`src/rtl/hazard_ctl.sv`:
```
module hazard_ctl #(
  parameter int RW = 5
) (
  input  logic          clk,
  input  logic          rst_n,
  input  logic          ex_mem_rd,
  input  logic [RW-1:0] ex_rt,
  input  logic [RW-1:0] id_rs,
  input  logic [RW-1:0] id_rt,
  input  logic [1:0]    id_kind,
  input  logic          br_taken,
  output logic          pc_we,
  output logic          ifid_we,
  output logic          ctl_zero,
  output logic          if_flush
);
  localparam logic [1:0]    K_BR  = 2'b01;
  localparam logic [1:0]    K_JMP = 2'b10;
  localparam logic [RW-1:0] ZREG  = '0;

  logic stall_q;
  logic src_hit;
  logic load_hz;
  logic redirect;

  assign src_hit  = (ex_rt == id_rs) || (ex_rt == id_rt);
  assign load_hz  = ex_mem_rd && (ex_rt != ZREG) && src_hit && !stall_q;
  assign redirect = (id_kind == K_JMP) || ((id_kind == K_BR) && br_taken);

  always_ff @(posedge clk or negedge rst_n) begin
    if (!rst_n) stall_q <= 1'b0;
    else        stall_q <= load_hz;
  end

  assign pc_we    = !load_hz;
  assign ifid_we  = !load_hz;
  assign ctl_zero = load_hz;
  assign if_flush = redirect && !load_hz;
endmodule

```
`config.mk`:
```
export PLATFORM = sky130hd
export DESIGN_NAME = hazard_ctl
export DESIGN_NICKNAME = d
export VERILOG_FILES = /design/src/rtl/hazard_ctl.sv
export SDC_FILE = /design/constraint.sdc
export NUM_CORES = 1
export LEC_CHECK = 0
export ABC_AREA = 1
export CAP_MARGIN = 20
export CORE_AREA = 2 2 39 41
export DETAILED_ROUTE_END_ITERATION = 12
export DIE_AREA = 0 0 41 43
export HOLD_SLACK_MARGIN = 0.15
export PLACE_DENSITY = 0.58
export SYNTH_ARGS = -nofsm -noshare
export SYNTH_HDL_FRONTEND = slang
export SYNTH_SLANG_ARGS = --single-unit
export TNS_END_PERCENT = 100
```
`constraint.sdc`:
```
create_clock -name clk -period 1.1 [get_ports clk]
set_input_delay 0.22 -clock clk [delete_from_list [all_inputs] [get_ports clk]]
set_output_delay 0.22 -clock clk [all_outputs]
set_load 0.02 [all_outputs]
```
=== Word level (Yosys, flattened, before mapping) ===
Index checks and enable logic that the tools add are counted.

* Flip-flop bits (word level): 1
* Bits of input ports: 21
* Output and inout port bits: 4
* Logic and storage cells: 15

* Equal/unequal tests: 4
* Reduce and logical (&&, ||, !) cells: 10

{| class="wikitable"
|+ Operator list
! operator !! count
|-
| 5-bit equality test || 2
|-
| 1-bit logical AND || 5
|-
| 5-bit nonzero test || 1
|-
| 2-bit by 1-bit equality test with 1-bit output (second input constant) || 1
|-
| 2-bit equality test (second input constant) || 1
|-
| 1-bit logical NOT || 2
|-
| 1-bit logical OR || 2
|}

=== Longest topological paths before layout ===
Gate-level depths: netlist of run 1.

* Word-level depth: 6
* Gate-level depth with buffers: 8
* Gate-level depth less buffers: 8

=== Least setup slack after synthesis of run 1 ===
OpenSTA, ideal clock, no wires.

* Kind: input to output
* Start point: in id_rt[0]
* End point: out if_flush
* Arrival time: 910 ps
* Required time: 880 ps
* Slack: -30 ps
* Cell stages on the path: 7
* Path buffers: 0
* Cell sequence: nand2_1 -> clkinv_1 -> nor2_1 -> nor2_1 -> nand3_1 -> nand2_2 -> a21oi_1

* Cells in the longest elaborated chain, start to end: 6

{| class="wikitable"
|+ RTL lines
! element !! line !! source
|-
| start: declaration || 9 || <nowiki>input logic [RW-1:0] id_rt,</nowiki>
|-
| 5-bit equality test || 26 || <nowiki>assign src_hit = (ex_rt == id_rs) || (ex_rt == id_rt);</nowiki>
|-
| 1-bit logical OR || 26 ||
|-
| 1-bit logical AND (2 in a row) || 27 || <nowiki>assign load_hz = ex_mem_rd && (ex_rt != ZREG) && src_hit && !stall_q;</nowiki>
|-
| 1-bit logical NOT || 38 || <nowiki>assign if_flush = redirect && !load_hz;</nowiki>
|-
| 1-bit logical AND || 38 ||
|-
| end: declaration || 15 || <nowiki>output logic if_flush</nowiki>
|}

No other way between the ends.

=== Worst setup path in the final report of run 1 ===
* Start point: in ex_rt[0]
* End point: out ctl_zero

* Cells in the longest elaborated chain, start to end: 4
* Elaborated cells on any way between the ends: 7
* Those cells by class: 2 x eq/ne; 5 x reduce/logical

{| class="wikitable"
|+ RTL lines
! element !! line !! source
|-
| start: declaration || 7 || <nowiki>input logic [RW-1:0] ex_rt,</nowiki>
|-
| 5-bit equality test or 5-bit nonzero test (tied branches) || 26, 27 ||
|-
| 1-bit logical OR or 1-bit logical AND (tied branches) || 26, 27 ||
|-
| 1-bit logical AND (*) (2 in a row) || 27 ||
|-
| end: declaration || 14 || <nowiki>output logic ctl_zero,</nowiki>
|}

Mark *: on every way between the ends. The rest lies on a longest branch, timed or not.

==> results of run 1 <==
==> layout by cell type (no fill, tap or decap), types with 2 or more instances in the layout <==
master / instances
buf_8: 2
nor2_2: 3
nand2_1: 19
inv_2: 6
inv_1: 5
nand2_2: 4
nor2_1: 5
buf_2: 8
nand3_1: 2
clkdlybuf4s15_1: 2
buf_6: 6
clkbuf_2: 2
xnor2_1: 2
dlygate4sd2_1: 2
==> final timing paths <==
path,to,slack (ns),cells past startpoint
worst max-delay path,ctl_zero,-0.11,9
min in group clk,stall_q$_DFF_PN0_,0.61,4
worst max register to register,stall_q$_DFF_PN0_,0.34,4
worst min register to register,stall_q$_DFF_PN0_,0.61,4
worst min-delay path,stall_q$_DFF_PN0_,0.37,1
max in group asynchronous,stall_q$_DFF_PN0_,0.63,1
==> stage by stage <==
stage / cell area, µm² / utilization [%]
4_1_cts: 465 / 33.6
3_3_place_gp: 520 / 37.6
3_5_place_dp: 520 / 37.6
5_1_grt: 510 / 36.9
2_1_floorplan: 268 / -
6_report: 510 / 36.9
==> routing by layer <==
metal  up-vias  GRT usage (%)  wire length [µm]
met5         -              0                 0
met4         0              0                 0
met3         0              0                39
met2        10           15.3               353
met1       158           10.8               286
li1        207              -                 -
==> cell type report <==
type | instances | area [µm²]
Fill cell | 166 | 873
Tap cell | 16 | 20.0
Inverter | 13 | 52.6
Sequential cell | 1 | 25.0
Multi-Input combinational cell | 40 | 210
Timing Repair Buffer | 24 | 203
==> cell usage after synthesis <==
| master | n |
|---|---|
| nand4_1 | 1 |
| nand2_1 | 21 |
| buf_4 | 1 |
| nor2_1 | 9 |
| a21oi_1 | 1 |
| nand3_1 | 2 |
| nand3b_1 | 1 |
| nand2_2 | 2 |
| mux2_2 | 1 |
| dfrtp_1 | 1 |
| inv_1 | 9 |
| inv_2 | 3 |
| xnor2_1 | 2 |
| clkinv_1 | 1 |
==> critical path, stage by stage <==
cell and delay (ns):
buf_8 0.11, nor2_2 0.09, nor2_1 0.05, nor2_1 0.10
nand3_1 0.10, nand2_2 0.09, nand2_2 0.06, inv_2 0.06
buf_6 0.11
==> power groups by stage <==
stage / sequential, mW / combinational (mW) / clock [mW]
after floorplan: 0.0388 / 0.0711 / 0
after global placement: 0.0388 / 0.171 / 0
after detailed placement: 0.0388 / 0.172 / 0
after CTS: 0.0388 / 0.150 / 0
after global routing: 0.0388 / 0.187 / 0
final: 0.0388 / 0.169 / 0
==> kinds of logic (layout without fill, tap and decap cells) <==
group	after synthesis	after routing	synth area share, %
and+or+nand+nor	36	36	56.4
buffers and inverters	14	37	21.3
xor gates and xnor gates	2	2	6.64
AOI/OAI and AO/OA	1	1	1.89
muxes	1	1	4.27
DFF	1	1	9.48
==> timing repair <==
action	CTS	global route
pin swaps	27	20
resized for setup	86	22
setup buffers	0	0
setup endpoints to repair	5	4
==> results.yml, run 1 <==
timing:
  setup_tns_ns: -0.380
  fin_ws_ns: -0.105
  worst_pin_slew_ns: 0.124
  finalHoldWorstSlack_ns: 0.372
  layout_min_cycle_time_ns: 1.21
  fmax_mhz: 830
  finalMaxSlewViolations: 0
  finalSetupViolations: 4
  fin_skew_ns: 0
  period_share_pct: 110
  relSlewSlack_pct: 91.6
  rsz0062_at_grt: "yes"
  finalHoldViolCount: 0
power_and_ir_drop:
  swShare_pct: 36.9
  p_clk_share_pct: 0
  power_frac_seq_pct: 18.7
  p_sw_mw: 0.0767
  finalPower_mw: 0.208
  leakage_nw: 0.303
  vdd_drop_max_uv: 200
  combPwrFrac_pct: 81.3
  p_per_area_mw_per_mm2: 407
  p_int_mw: 0.131
synth:
  netlist.area_leader.share_pct: 29.9
  ys_seq_area_share_pct: 9.48
  synthTopCellsByArea: "nand2_1, inv_1, nor2_1"
  ys_ff_latch: 1
  synth_nets: 76
  synth_warnings: 0
  syn_avg_cell_area_um2: 4.80
  syn-cell-area_um2: 264
  yosys.area.top_type: "nand2_1"
  syn_inst: 55
  synthDistinctLibCells: 14
global_routing:
  grt_overflow_total: 0
  grt_pass1_wl_um: 1140
  grt_max_degree: 6
  grt_pass1_vias: 339
  track_usage_pct: 8.31
  antenna_found_initial: 0
finish:
  layout-drive-gt1-share_pct: 47.4
  largest_register: "stall_q"
  largest_reg_flops: 1
  antenna_cells: 0
  area_growth_pct: 93.4
  finalNonFillerCells: 94
  num-nets-final: 101
  reg_top3: "stall_q (1)"
placed_design:
  io_buffers: 24
  dp.cells: 94
  place_congestion: 0.694
  pre_cts_ws_ns: -1.04
  dp_hpwl_um: 604
floorplanning:
  die_h_um: 43
  core_mm2: 0.00138
  ios: 25
  dieArea_mm2: 0.00176
  die_x_um: 41
  start_util_pct: 19.1
  rows: 14
outcome:
  violations: "negative setup slack"
  status: "finished with violations"
worst_setup_path:
  r2r_start: "stall_q$_DFF_PN0_"
  crit_path_end_kind: "output pin"
  arrival_ns: 0.99
  cp_data_required_time_ns: 0.88
  crit_type: "in2out"
  crit_fanout: 5
  cp-start-kind: "input port"
  critPathLaunch: "ex_rt[0]"
drt:
  first_iter_violations: 12
  final_antenna_net_count: 0
  firstDrtPassIters: 4
  drt_wl_total_um: 680
  routedWlPerCell_um: 7.23
  via_per_inst: 3.99
  remaining_drc_errors: 0
  via_count: 375
cts:
  clk-insertion-delay-late_ns: 0
  path_clk_slew_ns: 0
  hold_buffers: 0
min_path:
  hold_path_class: "in2async"
job:
  maxCapViolations: 0
No activity file was read; power rests on OpenSTA's default activity.
==> inputs of run 2 (changes only) <==
==> constraint.sdc (replaced) <==
create_clock -name clk -period 1.47 [get_ports clk]
set_input_delay 0.294 -clock clk [delete_from_list [all_inputs] [get_ports clk]]
set_output_delay 0.294 -clock clk [all_outputs]
set_load 0.02 [all_outputs]
==> run 2 against run 1 <==
Design area is 8.8% lower. Sequential cell count unchanged. Register-to-register slack gained 0.38 ns. Total power down 31%. Clock skew is the same. Worst setup slack improved by 0.18 ns. Die area unchanged. The flow now finishes without violations. Global-route usage shrank 0.20 points. Worst hold slack improved by 0.074 ns. Core utilization down 3.3 points. Largest cell class unchanged. Critical path depth shrank 3. Largest power group unchanged.
==> results.yml, run 2 (synthesized netlist as in run 1, its figures left out) <==
drt:
  via_per_inst: 3.90
  firstDrtPassIters: 3
  final_antenna_net_count: 0
  drt_wl_total_um: 720
  remaining_drc_errors: 0
  routedWlPerCell_um: 7.66
  first_iter_violations: 3
  via_count: 367
finish:
  antenna_cells: 0
  layout_commonest_cell: "nand2_1"
  mostFrequentLayoutCells: "nand2_1, clkbuf_2, inv_1, buf_2"
  largest_register: "stall_q"
  num-nets-final: 101
  finalNonFillerCells: 94
  fill_cells: 166
  largest_reg_flops: 1
  layout-drive-gt1-share_pct: 41.0
  area_growth_pct: 76.3
  reg_top3: "stall_q (1)"
floorplanning:
  die_h_um: 43
  dieArea_mm2: 0.00176
  core_mm2: 0.00138
  die_x_um: 41
  start_util_pct: 19.1
  ios: 25
  rows: 14
min_path:
  hold_path_class: "in2async"
global_routing:
  track_usage_pct: 8.11
  grt_pass1_wl_um: 1090
  grt_overflow_total: 0
  grt_pass1_vias: 308
  antenna_found_initial: 0
  grt_max_degree: 6
timing:
  finalHoldWorstSlack_ns: 0.446
  finalSetupViolations: 0
  period_share_pct: 94.7
  layout_min_cycle_time_ns: 1.39
  fin_skew_ns: 0
  finalMaxSlewViolations: 0
  finalHoldViolCount: 0
  fmax_mhz: 718
  relSlewSlack_pct: 91.3
  worst_pin_slew_ns: 0.129
worst_setup_path:
  crit_type: "in2out"
  cp-start-kind: "input port"
  cp_data_required_time_ns: 1.18
  crit_chain: "dlygate4sd2_1, xnor2_2, nand3_2, nand2_2, a21oi_2, buf_4"
  crit_path_top_delay_cell: "dlygate4sd2_1"
  slowest_delay_ns: 0.25
  crit_fanout: 2
  arrival_ns: 1.10
  crit_path_end_kind: "output pin"
cts:
  hold_buffers: 0
  path_clk_slew_ns: 0
  cts_setup_buffers: 0
  clk-insertion-delay-late_ns: 0
placed_design:
  dp.cells: 94
  dp_hpwl_um: 611
  io_buffers: 24
  place_congestion: 0.689
power_and_ir_drop:
  p_per_area_mw_per_mm2: 307
  leakage_nw: 0.305
  vdd_drop_max_uv: 172
job:
  maxCapViolations: 0
outcome:
  status: "finished clean"
run 2: what timing repair did:
| item | 4_1_cts | 5_1_grt |
|---|---|---|
| resized for setup | 55 | 25 |
| setup endpoints to repair | 4 | 4 |
| cloned | 0 | 0 |
| pin swaps | 17 | 17 |
run 2: final timing paths:
path,slack (ns),end,depth (start not counted),from
worst max-delay path,0.08,if_flush,6,id_rs[4]
worst min-delay path,0.45,stall_q$_DFF_PN0_,1,rst_n
worst max register to register,0.72,stall_q$_DFF_PN0_,4,stall_q$_DFF_PN0_
worst min register to register,0.61,stall_q$_DFF_PN0_,4,stall_q$_DFF_PN0_
max in group asynchronous,0.92,stall_q$_DFF_PN0_,1,rst_n
min in group clk,0.61,stall_q$_DFF_PN0_,4,stall_q$_DFF_PN0_
run 2: metal layers:
| layer | track usage [%] | up-vias | part of all wire, % |
|---|---|---|---|
| met4 | 0 | 0 | 0 |
| met2 | 14.7 | 11 | 47 |
| met1 | 10.5 | 150 | 45 |
| li1 | - | 206 | - |
| met3 | 0.524 | 0 | 7.9 |
| met5 | 0 | - | 0 |
run 2: final cells by class:
class	count	area [µm²]	area share (%)
inverters	13	48.8	10.5
multi-input cells	40	210	45.2
flip-flops and latches	1	25.0	5.38
well taps	16	20.0	4.30
repair buffers	24	161	34.7
run 2: critical path, delay by kind of cell:
kind | cells | cell delay (ns)
and+or+nand+nor | 2 | 0.14
buffers and inverters | 2 | 0.40
AOI/OAI and AO/OA | 1 | 0.13
xor gates and xnor gates | 1 | 0.13
run 2: power by group:
part           leakage, nW  total, mW  switching, mW  internal [mW]
Clock                    0          0              0              0
Combinational        0.291      0.114         0.0571         0.0566
Sequential          0.0138     0.0291       0.000159         0.0289
Total                0.305      0.143         0.0572         0.0855
run 2: per-stage QoR:
| stage | area [µm²] | utilization (%) | total power [mW] | setup slack [ns] | TNS [ns] |
|---|---|---|---|---|---|
| 5_1_grt | 465 | 33.6 | 0.155 | -0.00937 | -0.00937 |
| 6_report | 465 | 33.6 | 0.143 | 0.0779 | 0 |
| 3_3_place_gp | 517 | 37.3 | 0.155 | -0.788 | -2.98 |
| 4_1_cts | 494 | 35.7 | 0.142 | 0.00209 | 0 |
| 2_1_floorplan | 264 | - | 0.0806 | 0.192 | 0 |
| 3_5_place_dp | 517 | 37.3 | 0.156 | -0.808 | -2.99 |
